`config.mk`:
```
export PLATFORM = sky130hd
export DESIGN_NAME = cmp_timer
export DESIGN_NICKNAME = d
export VERILOG_FILES = /design/src/rtl/cmp_timer_pkg.sv /design/src/rtl/tmr_counter.sv /design/src/rtl/tmr_channel.sv /design/src/rtl/tmr_regif.sv /design/src/rtl/cmp_timer.sv
export SDC_FILE = /design/constraint.sdc
export NUM_CORES = 1
export LEC_CHECK = 0
export ABC_AREA = 1
export BUFFER_PORTS_ARGS = -buffer_cell sky130_fd_sc_hd__buf_2
export CORE_MARGIN = 3
export CORE_UTILIZATION = 58
export CTS_CLUSTER_SIZE = 24
export DETAILED_ROUTE_END_ITERATION = 8
export PLACE_DENSITY = 0.87
export SYNTH_ARGS = -nofsm -noshare
export SYNTH_HDL_FRONTEND = slang
export SYNTH_SLANG_ARGS = --single-unit
```
`constraint.sdc`:
```
create_clock -name clk -period 1.4 [get_ports clk]
set_input_delay 0.21 -clock clk [delete_from_list [all_inputs] [get_ports clk]]
set_output_delay 0.21 -clock clk [all_outputs]
set_load 0.01 [all_outputs]
```
`src/rtl/cmp_timer_pkg.sv`:
```
package cmp_timer_pkg;

  localparam int unsigned NUM_CH = 2;
  localparam int unsigned ADDR_W = 3;

  typedef enum logic [ADDR_W-1:0] {
    SEL_COUNT  = 3'd0,
    SEL_CMP_A  = 3'd1,
    SEL_CMP_B  = 3'd2,
    SEL_PERIOD = 3'd3,
    SEL_FLAGS  = 3'd4,
    SEL_IRQEN  = 3'd5
  } reg_sel_e;

  // compare channel ch sits right after the counter address
  function automatic logic [ADDR_W-1:0] cmp_addr(input int unsigned ch);
    return ADDR_W'(ch + 32'd1);
  endfunction

endpackage

```
`src/rtl/tmr_counter.sv`:
```
module tmr_counter #(
  parameter int unsigned W = 8
) (
  input  logic         clk,
  input  logic         rst_n,
  input  logic         en,
  input  logic         load,
  input  logic [W-1:0] load_val,
  input  logic [W-1:0] period,
  output logic [W-1:0] cnt,
  output logic         counted,
  output logic         wrap
);

  // successor of the count, turning around at the period
  function automatic logic [W-1:0] next_count(input logic [W-1:0] c,
                                               input logic [W-1:0] p);
    return (c == p) ? '0 : c + 1'b1;
  endfunction

  assign wrap = en && !load && (cnt == period);

  always_ff @(posedge clk) begin
    if (!rst_n) begin
      cnt     <= '0;
      counted <= 1'b0;
    end else begin
      // the value held next cycle came from counting only
      counted <= en && !load;
      if (load) begin
        cnt <= load_val;
      end else if (en) begin
        cnt <= next_count(cnt, period);
      end
    end
  end

endmodule

```
`src/rtl/tmr_channel.sv`:
```
module tmr_channel #(
  parameter int unsigned W = 8
) (
  input  logic         clk,
  input  logic         rst_n,
  input  logic [W-1:0] cnt,
  input  logic         counted,
  input  logic         cmp_load,
  input  logic [W-1:0] cmp_wdata,
  input  logic         flag_clr,
  output logic [W-1:0] cmp,
  output logic         match_evt,
  output logic         hit,
  output logic         flag
);

  logic cmp_wr_q;

  // equality counts only when the counter got there by counting and the
  // compare value was not just rewritten
  assign match_evt = counted && !cmp_wr_q && (cnt == cmp);

  always_ff @(posedge clk) begin
    if (!rst_n) begin
      cmp      <= '0;
      cmp_wr_q <= 1'b0;
      hit      <= 1'b0;
      flag     <= 1'b0;
    end else begin
      cmp_wr_q <= cmp_load;
      if (cmp_load) begin
        cmp <= cmp_wdata;
      end
      hit  <= match_evt;
      flag <= hit || (flag && !flag_clr);
    end
  end

endmodule

```
`src/rtl/tmr_regif.sv`:
```
module tmr_regif
  import cmp_timer_pkg::*;
#(
  parameter int unsigned W           = 8,
  parameter int unsigned MIN_PERIOD  = 3,
  parameter int unsigned PERIOD_INIT = 255
) (
  input  logic                          clk,
  input  logic                          rst_n,
  input  logic                          wr,
  input  logic                          rd,
  input  logic [ADDR_W-1:0]             addr,
  input  logic [W-1:0]                  wdata,
  input  logic [W-1:0]                  cnt,
  input  logic [NUM_CH-1:0][W-1:0]      cmp_vals,
  input  logic [NUM_CH-1:0]             flags,
  output logic                          cnt_load,
  output logic [NUM_CH-1:0]             cmp_load,
  output logic [NUM_CH-1:0]             flag_clr,
  output logic [W-1:0]                  period,
  output logic [NUM_CH-1:0]             irq_en,
  output logic [W-1:0]                  rdata
);

  localparam logic [W-1:0] PER_FLOOR = W'(MIN_PERIOD);
  localparam logic [W-1:0] PER_RST   = W'(PERIOD_INIT);

  function automatic logic [W-1:0] clamp_period(input logic [W-1:0] v);
    return (v < PER_FLOOR) ? PER_FLOOR : v;
  endfunction

  function automatic logic [W-1:0] widen(input logic [NUM_CH-1:0] v);
    return {{(W-NUM_CH){1'b0}}, v};
  endfunction

  logic          per_load;
  logic          ien_load;
  logic [W-1:0]  rd_mux;

  assign cnt_load = wr && (addr == SEL_COUNT);
  assign per_load = wr && (addr == SEL_PERIOD);
  assign ien_load = wr && (addr == SEL_IRQEN);
  assign flag_clr = (wr && (addr == SEL_FLAGS)) ? wdata[NUM_CH-1:0] : '0;

  for (genvar g = 0; g < NUM_CH; g++) begin : g_cmp_dec
    assign cmp_load[g] = wr && (addr == cmp_addr(g));
  end

  always_comb begin
    rd_mux = '0;
    if (addr == SEL_COUNT)  rd_mux = cnt;
    if (addr == SEL_PERIOD) rd_mux = period;
    if (addr == SEL_FLAGS)  rd_mux = widen(flags);
    if (addr == SEL_IRQEN)  rd_mux = widen(irq_en);
    for (int unsigned i = 0; i < NUM_CH; i++) begin
      if (addr == cmp_addr(i)) rd_mux = cmp_vals[i];
    end
  end

  always_ff @(posedge clk) begin
    if (!rst_n) begin
      period <= PER_RST;
      irq_en <= '0;
      rdata  <= '0;
    end else begin
      if (per_load) period <= clamp_period(wdata);
      if (ien_load) irq_en <= wdata[NUM_CH-1:0];
      if (rd)       rdata  <= rd_mux;
    end
  end

endmodule

```
`src/rtl/cmp_timer.sv`:
```
module cmp_timer
  import cmp_timer_pkg::*;
#(
  parameter int unsigned CNT_W       = 8,
  parameter int unsigned MIN_PERIOD  = 3,
  parameter int unsigned PERIOD_INIT = 255
) (
  input  logic              clk,
  input  logic              rst_n,
  input  logic              cnt_en,
  input  logic              bus_wr,
  input  logic              bus_rd,
  input  logic [ADDR_W-1:0] bus_addr,
  input  logic [CNT_W-1:0]  bus_wdata,
  output logic [CNT_W-1:0]  bus_rdata,
  output logic              irq
);

  logic                         cnt_load;
  logic [CNT_W-1:0]             cnt;
  logic                         counted;
  logic                         wrap;
  logic [CNT_W-1:0]             period;
  logic [NUM_CH-1:0]            cmp_load;
  logic [NUM_CH-1:0]            flag_clr;
  logic [NUM_CH-1:0][CNT_W-1:0] cmp_vals;
  logic [NUM_CH-1:0]            match_evt;
  logic [NUM_CH-1:0]            hit;
  logic [NUM_CH-1:0]            flags;
  logic [NUM_CH-1:0]            irq_en;

  tmr_regif #(
    .W          (CNT_W),
    .MIN_PERIOD (MIN_PERIOD),
    .PERIOD_INIT(PERIOD_INIT)
  ) u_regif (
    .clk      (clk),
    .rst_n    (rst_n),
    .wr       (bus_wr),
    .rd       (bus_rd),
    .addr     (bus_addr),
    .wdata    (bus_wdata),
    .cnt      (cnt),
    .cmp_vals (cmp_vals),
    .flags    (flags),
    .cnt_load (cnt_load),
    .cmp_load (cmp_load),
    .flag_clr (flag_clr),
    .period   (period),
    .irq_en   (irq_en),
    .rdata    (bus_rdata)
  );

  tmr_counter #(.W(CNT_W)) u_counter (
    .clk      (clk),
    .rst_n    (rst_n),
    .en       (cnt_en),
    .load     (cnt_load),
    .load_val (bus_wdata),
    .period   (period),
    .cnt      (cnt),
    .counted  (counted),
    .wrap     (wrap)
  );

  for (genvar g = 0; g < NUM_CH; g++) begin : g_chan
    tmr_channel #(.W(CNT_W)) u_chan (
      .clk       (clk),
      .rst_n     (rst_n),
      .cnt       (cnt),
      .counted   (counted),
      .cmp_load  (cmp_load[g]),
      .cmp_wdata (bus_wdata),
      .flag_clr  (flag_clr[g]),
      .cmp       (cmp_vals[g]),
      .match_evt (match_evt[g]),
      .hit       (hit[g]),
      .flag      (flags[g])
    );
  end

  assign irq = |(flags & irq_en);

endmodule

```
Word-level counts from Yosys, hierarchy flattened
Index checks and enable logic that the tools add are counted.
- order comparisons: 1
- multiply operators: 0
- muxes and demuxes: 11
- reduce and logical (&&, ||, !) cells: 23
- add/sub/neg operators: 1
- shift-type cells: 0
- equal/unequal tests: 8
- bitwise logic cells: 1
- div/mod/pow operators: 0
- operator list (operator ; count):
    two-way mux 8 bit ; 10
    == test 8 bit ; 3
    logical AND 1 bit ; 13
    adder 8 x 1 -> 8 bit, second input constant ; 1
    less-than comparator 8 x 2 -> 1 bit, second input constant ; 1
    == test 3 x 2 -> 1 bit, second input constant ; 2
    == test 3 bit, second input constant ; 2
    zero test 1 bit ; 5
    == test 3 x 1 -> 1 bit, second input constant ; 1
    zero test 3 bit ; 1
    bitwise AND 2 bit ; 1
    logical OR 1 bit ; 2
    two-way mux 2 bit ; 1
    nonzero test 2 bit ; 1
    OR reduction 2 bit ; 1
- latch bits: 0
- bits in registers: 49
- word-level logic and storage cells: 58
- memory bits (writable): 0
- memories kept: 0
- output and inout bits: 9
- ROM bits: 0
- bits of input ports: 16

Depth between registers and ports, before layout
- depth after elaboration: 7
- gate-level depth with buffers: 9
- mapped depth without buffers: 8

Cells and area by module
A second synthesis with hierarchy kept.
- cell total of the unflattened synthesis: 403
- area, all modules: 2665.1 µm²
- by module, submodules not included (module ; sequential area each (µm²) ; instances ; cells each ; area each (µm²)):
    tmr_channel ; 220.2 ; 2 ; 78 ; 516.7
    tmr_regif ; 360.3 ; 1 ; 148 ; 979.7
    tmr_counter ; 180.2 ; 1 ; 96 ; 640.6
    cmp_timer ; 0.0 ; 1 ; 3 ; 11.3

Least setup slack after synthesis
OpenSTA, ideal clock, no wires.
- path kind: reg-to-reg
- start: register u_counter.cnt[0]
- end: register u_counter.cnt[6]
- path slack: 195 ps
- required time: 1268 ps
- clock period less this slack: 1205 ps
- stages on the path, launching flop included: 9
- buffers on the path: 0
- library setup time: 132 ps
- arrival time: 1072 ps
- cell sequence: dfxtp_1 -> ha_1 -> nand3_1 -> nor2_1 -> nand2_1 -> nand2_1 -> nand2_1 -> nand3_1 -> a21oi_1
- word-level cells in the longest chain between the ends: 4
- elaborated cells between the ends (all ways): 5
- RTL lines (element ; RTL line ; text):
    start, declared ; tmr_counter.sv:10 ; output logic [W-1:0] cnt,
    start signal, assigned ; tmr_counter.sv:31 ; cnt <= load_val;
    start signal, assigned ; tmr_counter.sv:33 ; cnt <= next_count(cnt, period);
    adder 8 x 1 -> 8 bit or == test 8 bit (tied branches) ; -- ;
    two-way mux 8 bit * ; tmr_counter.sv:18 ; return (c == p) ? '0 : c + 1'b1;
    two-way mux 8 bit * ; tmr_counter.sv:32 ; end else if (en) begin
    two-way mux 8 bit * ; tmr_counter.sv:30 ; if (load) begin
Mark *: on every way between the ends. The rest lies on a longest branch, timed or not. The select of a mux whose other input is x is not followed.
A chain may end at the register's enable or synchronous reset.

Worst setup path after layout
- start: register u_counter.cnt[1]
- end: register u_counter.cnt[6]
Same word-level chain as after synthesis.

==> out/summary.txt <==
Ports: 25
Flip-flop and latch count after synthesis: 49
DIE HEIGHT: 72.0 µm
Vias in the first global route: 2439
Worst Hold Class: input port to register
Buf+Inv Stages, Crit Path: 0
CORE AREA: 4090 µm²
# diodes: 0
Warnings from Yosys: 0
Cts bufs inserted: 5
Combinational share of power: 0.131
EDFF count, synth: 0
Power, Total: 2.93 mW
Power Density: 1010 nW/µm²
HPWL after DPL: 5.32 mm
Critical path data required time: 1640 ps
Seq/Total Area, Yosys: 0.389
Synth Instances: 360
Core Rows: 23
CP endpoint kind: register
Final instance area: 2890 µm²
Most frequent CP cell: nand3_1
Max transition margin: 0.707
Clock latency on the worst-skew pair: 300 ps
Yosys top cell area share: 0.389
Post-route ant nets: 0
Slew Viols, Final: 0
DR vias/cell: 5.83
Gpl congestion: 0.952
Aggregate global routing overflow: 0
Most common cell in the synthesized netlist: inv_1
Avg Cell Area, Syn: 7.01 µm²
Primary FF master, synth: dfxtp_1
Reg power frac: 0.512
Switching Fraction: 0.257
DP Area: 2760 µm²
P&R area growth vs syn: 14.6%
Syn Nets: 377
Initial Util: 0.618
Slowest-stage cell, CP: dfxtp_2
Max-cap violation count: 0
# setup viols final: 0
Minimum clock period: 1390 ps
Critical path type: register to register
Sw power: 0.755 mW
Fillers: 331
Ranking of synthesized cells by area: dfxtp_1 39%, inv_1 8.9%, a21oi_1 7.7%
Worst EP arrival: 1630 ps
# Post-CTS Setup Buffers: 0
Detailed-route DRC error count: 0
Placed cells: 438
Die area: 5180 µm²
Largest area contributor in the netlist: dfxtp_1
Internal power: 2.18 mW
Clk slew on worst S/H paths: 90 ps
Clock sink count: 49
Netlist cell types: 26
CTS tree: yes
Slew of the pin with the lowest slew margin: 439 ps
Unrepaired setup endpoints after global routing: yes
I/O Buffers: 24
Worst setup SP type: register
Hold violation count in the final report: 0
Largest net degree at the start of global routing: 27
Initial antenna violation count: 0
DRT iter0 DRCs: 326
Status: finished, final reports clean
Layout cell share with drive strength beyond 1: 0.162
First-pass GRT wire length: 11.9 mm
DR pass1 iterations: 5
Final Non-Filler Cells: 446
Ys async rst share: 0
Max VDD drop: 0.702 mV
CP Cell Sequence: ha_2 > nand3_1 > nor2_2 > nand3_1 > nand2_1 > nand3_1 > a21oi_1
Clock root buffer: clkbuf_8
DR WL/cell: 16.2 µm
Critical-path maximum fanout: 6
Final Cycle Share: 0.994
Horiz. Die Dim: 72.0 µm
GRT Total Usage: 0.297
Drt total wl: 7.21 mm
Htree depth: 2
Layout Skew: 5.00 ps
Max Root-Sink Buffers: 2
Top post-synthesis cells by count: 60 x inv_1, 49 x dfxtp_1, 45 x nand2_1, 39 x a21oi_1, 37 x o21ai_0
Critical Path Max Stage Delay: 400 ps
Cell family with most CP delay: simple AND/OR/NAND/NOR gates
FMAX: 719 MHz
Vias: 2599
Leak: 1.29 nW
Nets: 412
Clock power share: 0.357
Cell Area, Synth: 2520 µm²
==> worst reg2reg max path, cell delays in order, from the launching register on <==
cell and delay (ps):
dfxtp_2 400, ha_2 210, nand3_1 130, nor2_2 140, nand3_1 100, nand2_1 110
nand3_1 110, a21oi_1 140
==> cells in the final DEF, fill, tap and decap left out, types with 2 or more instances in the layout <==
master / Yosys / final
dfxtp_2: 0 / 2
o21ai_0: 37 / 37
o221ai_1: 2 / 2
nor2_4: 4 / 4
buf_4: 0 / 17
inv_2: 3 / 3
a21oi_1: 39 / 39
nand3_1: 18 / 18
inv_1: 60 / 60
nand4_1: 4 / 4
nor3_1: 7 / 7
nor2_1: 32 / 31
buf_2: 5 / 24
clkbuf_8: 0 / 6
o211ai_1: 5 / 5
nand2_1: 45 / 44
xor2_1: 4 / 4
nand2_2: 2 / 3
xnor2_1: 11 / 11
o22ai_1: 17 / 17
a31oi_1: 4 / 4
dfxtp_1: 49 / 46
==> stage by stage <==
stage | util | setup TNS [ps] | hold slack (ps) | worst slack, ps
after CTS | 0.706 | 0 | 147 | 10.0
final | 0.708 | 0 | 149 | 9.08
after global placement | 0.676 | 0 | 424 | 47.1
after floorplan | - | 0 | 336 | 195
after global routing | 0.708 | -48.4 | 181 | -28.0
after detailed placement | 0.676 | -34.9 | 433 | -34.9
==> power by group through the flow <==
stage	registers [mW]	clock network [mW]	logic, mW
final	1.50	1.05	0.385
after global routing	1.51	1.09	0.427
after CTS	1.50	1.04	0.378
after detailed placement	1.53	0	0.375
after global placement	1.53	0	0.367
after floorplan	1.52	0	0.244
==> cells by family (layout without fill, tap and decap cells) <==
kind of cell	Yosys count	count (layout)	synth area share
DFF	49	49	0.389
xor gates and xnor gates	15	15	0.0520
buffers and inverters	76	112	0.122
adders and majority gates	1	1	0.00495
AOI/OAI and AO/OA	106	106	0.231
and+or+nand+nor	113	113	0.201
==> cell type report <==
class / instances / area (µm²) / share of cell area
timing repair buffer: 41 / 248 / 0.0856
multi-input combinational: 235 / 1240 / 0.429
sequential: 49 / 987 / 0.341
clock inverter: 1 / 30.0 / 0.0104
clock buffer: 7 / 86.3 / 0.0298
inverter: 63 / 236 / 0.0817
tap: 50 / 62.6 / 0.0216
==> what timing repair did <==
| action | 4_1_cts | 5_1_grt |
|---|---|---|
| pin swaps | 0 | 0 |
| setup endpoints to repair | 1 | 9 |
| gates resized for setup | 3 | 4 |
| hold buffers | 0 | 0 |
==> state kept, by name (all words and copies together) (netlist names) <==
| register | flops |
|---|---|
| g_chan.u_chan.cmp_wr_q | 2 |
| u_regif.rdata | 8 |
| u_counter.cnt | 8 |
| g_chan.u_chan.cmp | 16 |
| g_chan.u_chan.hit | 2 |
| g_chan.u_chan.flag | 2 |
| u_regif.period | 8 |
| u_counter.counted | 1 |
| u_regif.irq_en | 2 |
==> worst paths after layout <==
| check | depth (start not counted) | slack (ps) | endpoint | from |
|---|---|---|---|---|
| setup / recovery | 7 | 9 | u_counter.cnt[6] | u_counter.cnt[1] |
| setup reg to reg | 7 | 9 | u_counter.cnt[6] | u_counter.cnt[1] |
| hold / removal | 3 | 150 | u_regif.period[5] | bus_wdata[5] |
| hold reg to reg | 2 | 440 | g_chan[0].u_chan.flag | g_chan[0].u_chan.hit |
==> routing by layer <==
| layer | part of all wire | up-vias | GRT usage |
|---|---|---|---|
| met4 | 0.039 | 0 | 0.140 |
| met1 | 0.42 | 1172 | 0.398 |
| met3 | 0.087 | 27 | 0.0499 |
| li1 | - | 1253 | - |
| met2 | 0.46 | 147 | 0.467 |
| met5 | 0 | - | 0 |
Note: power is estimated with default switching activity, not from simulation.
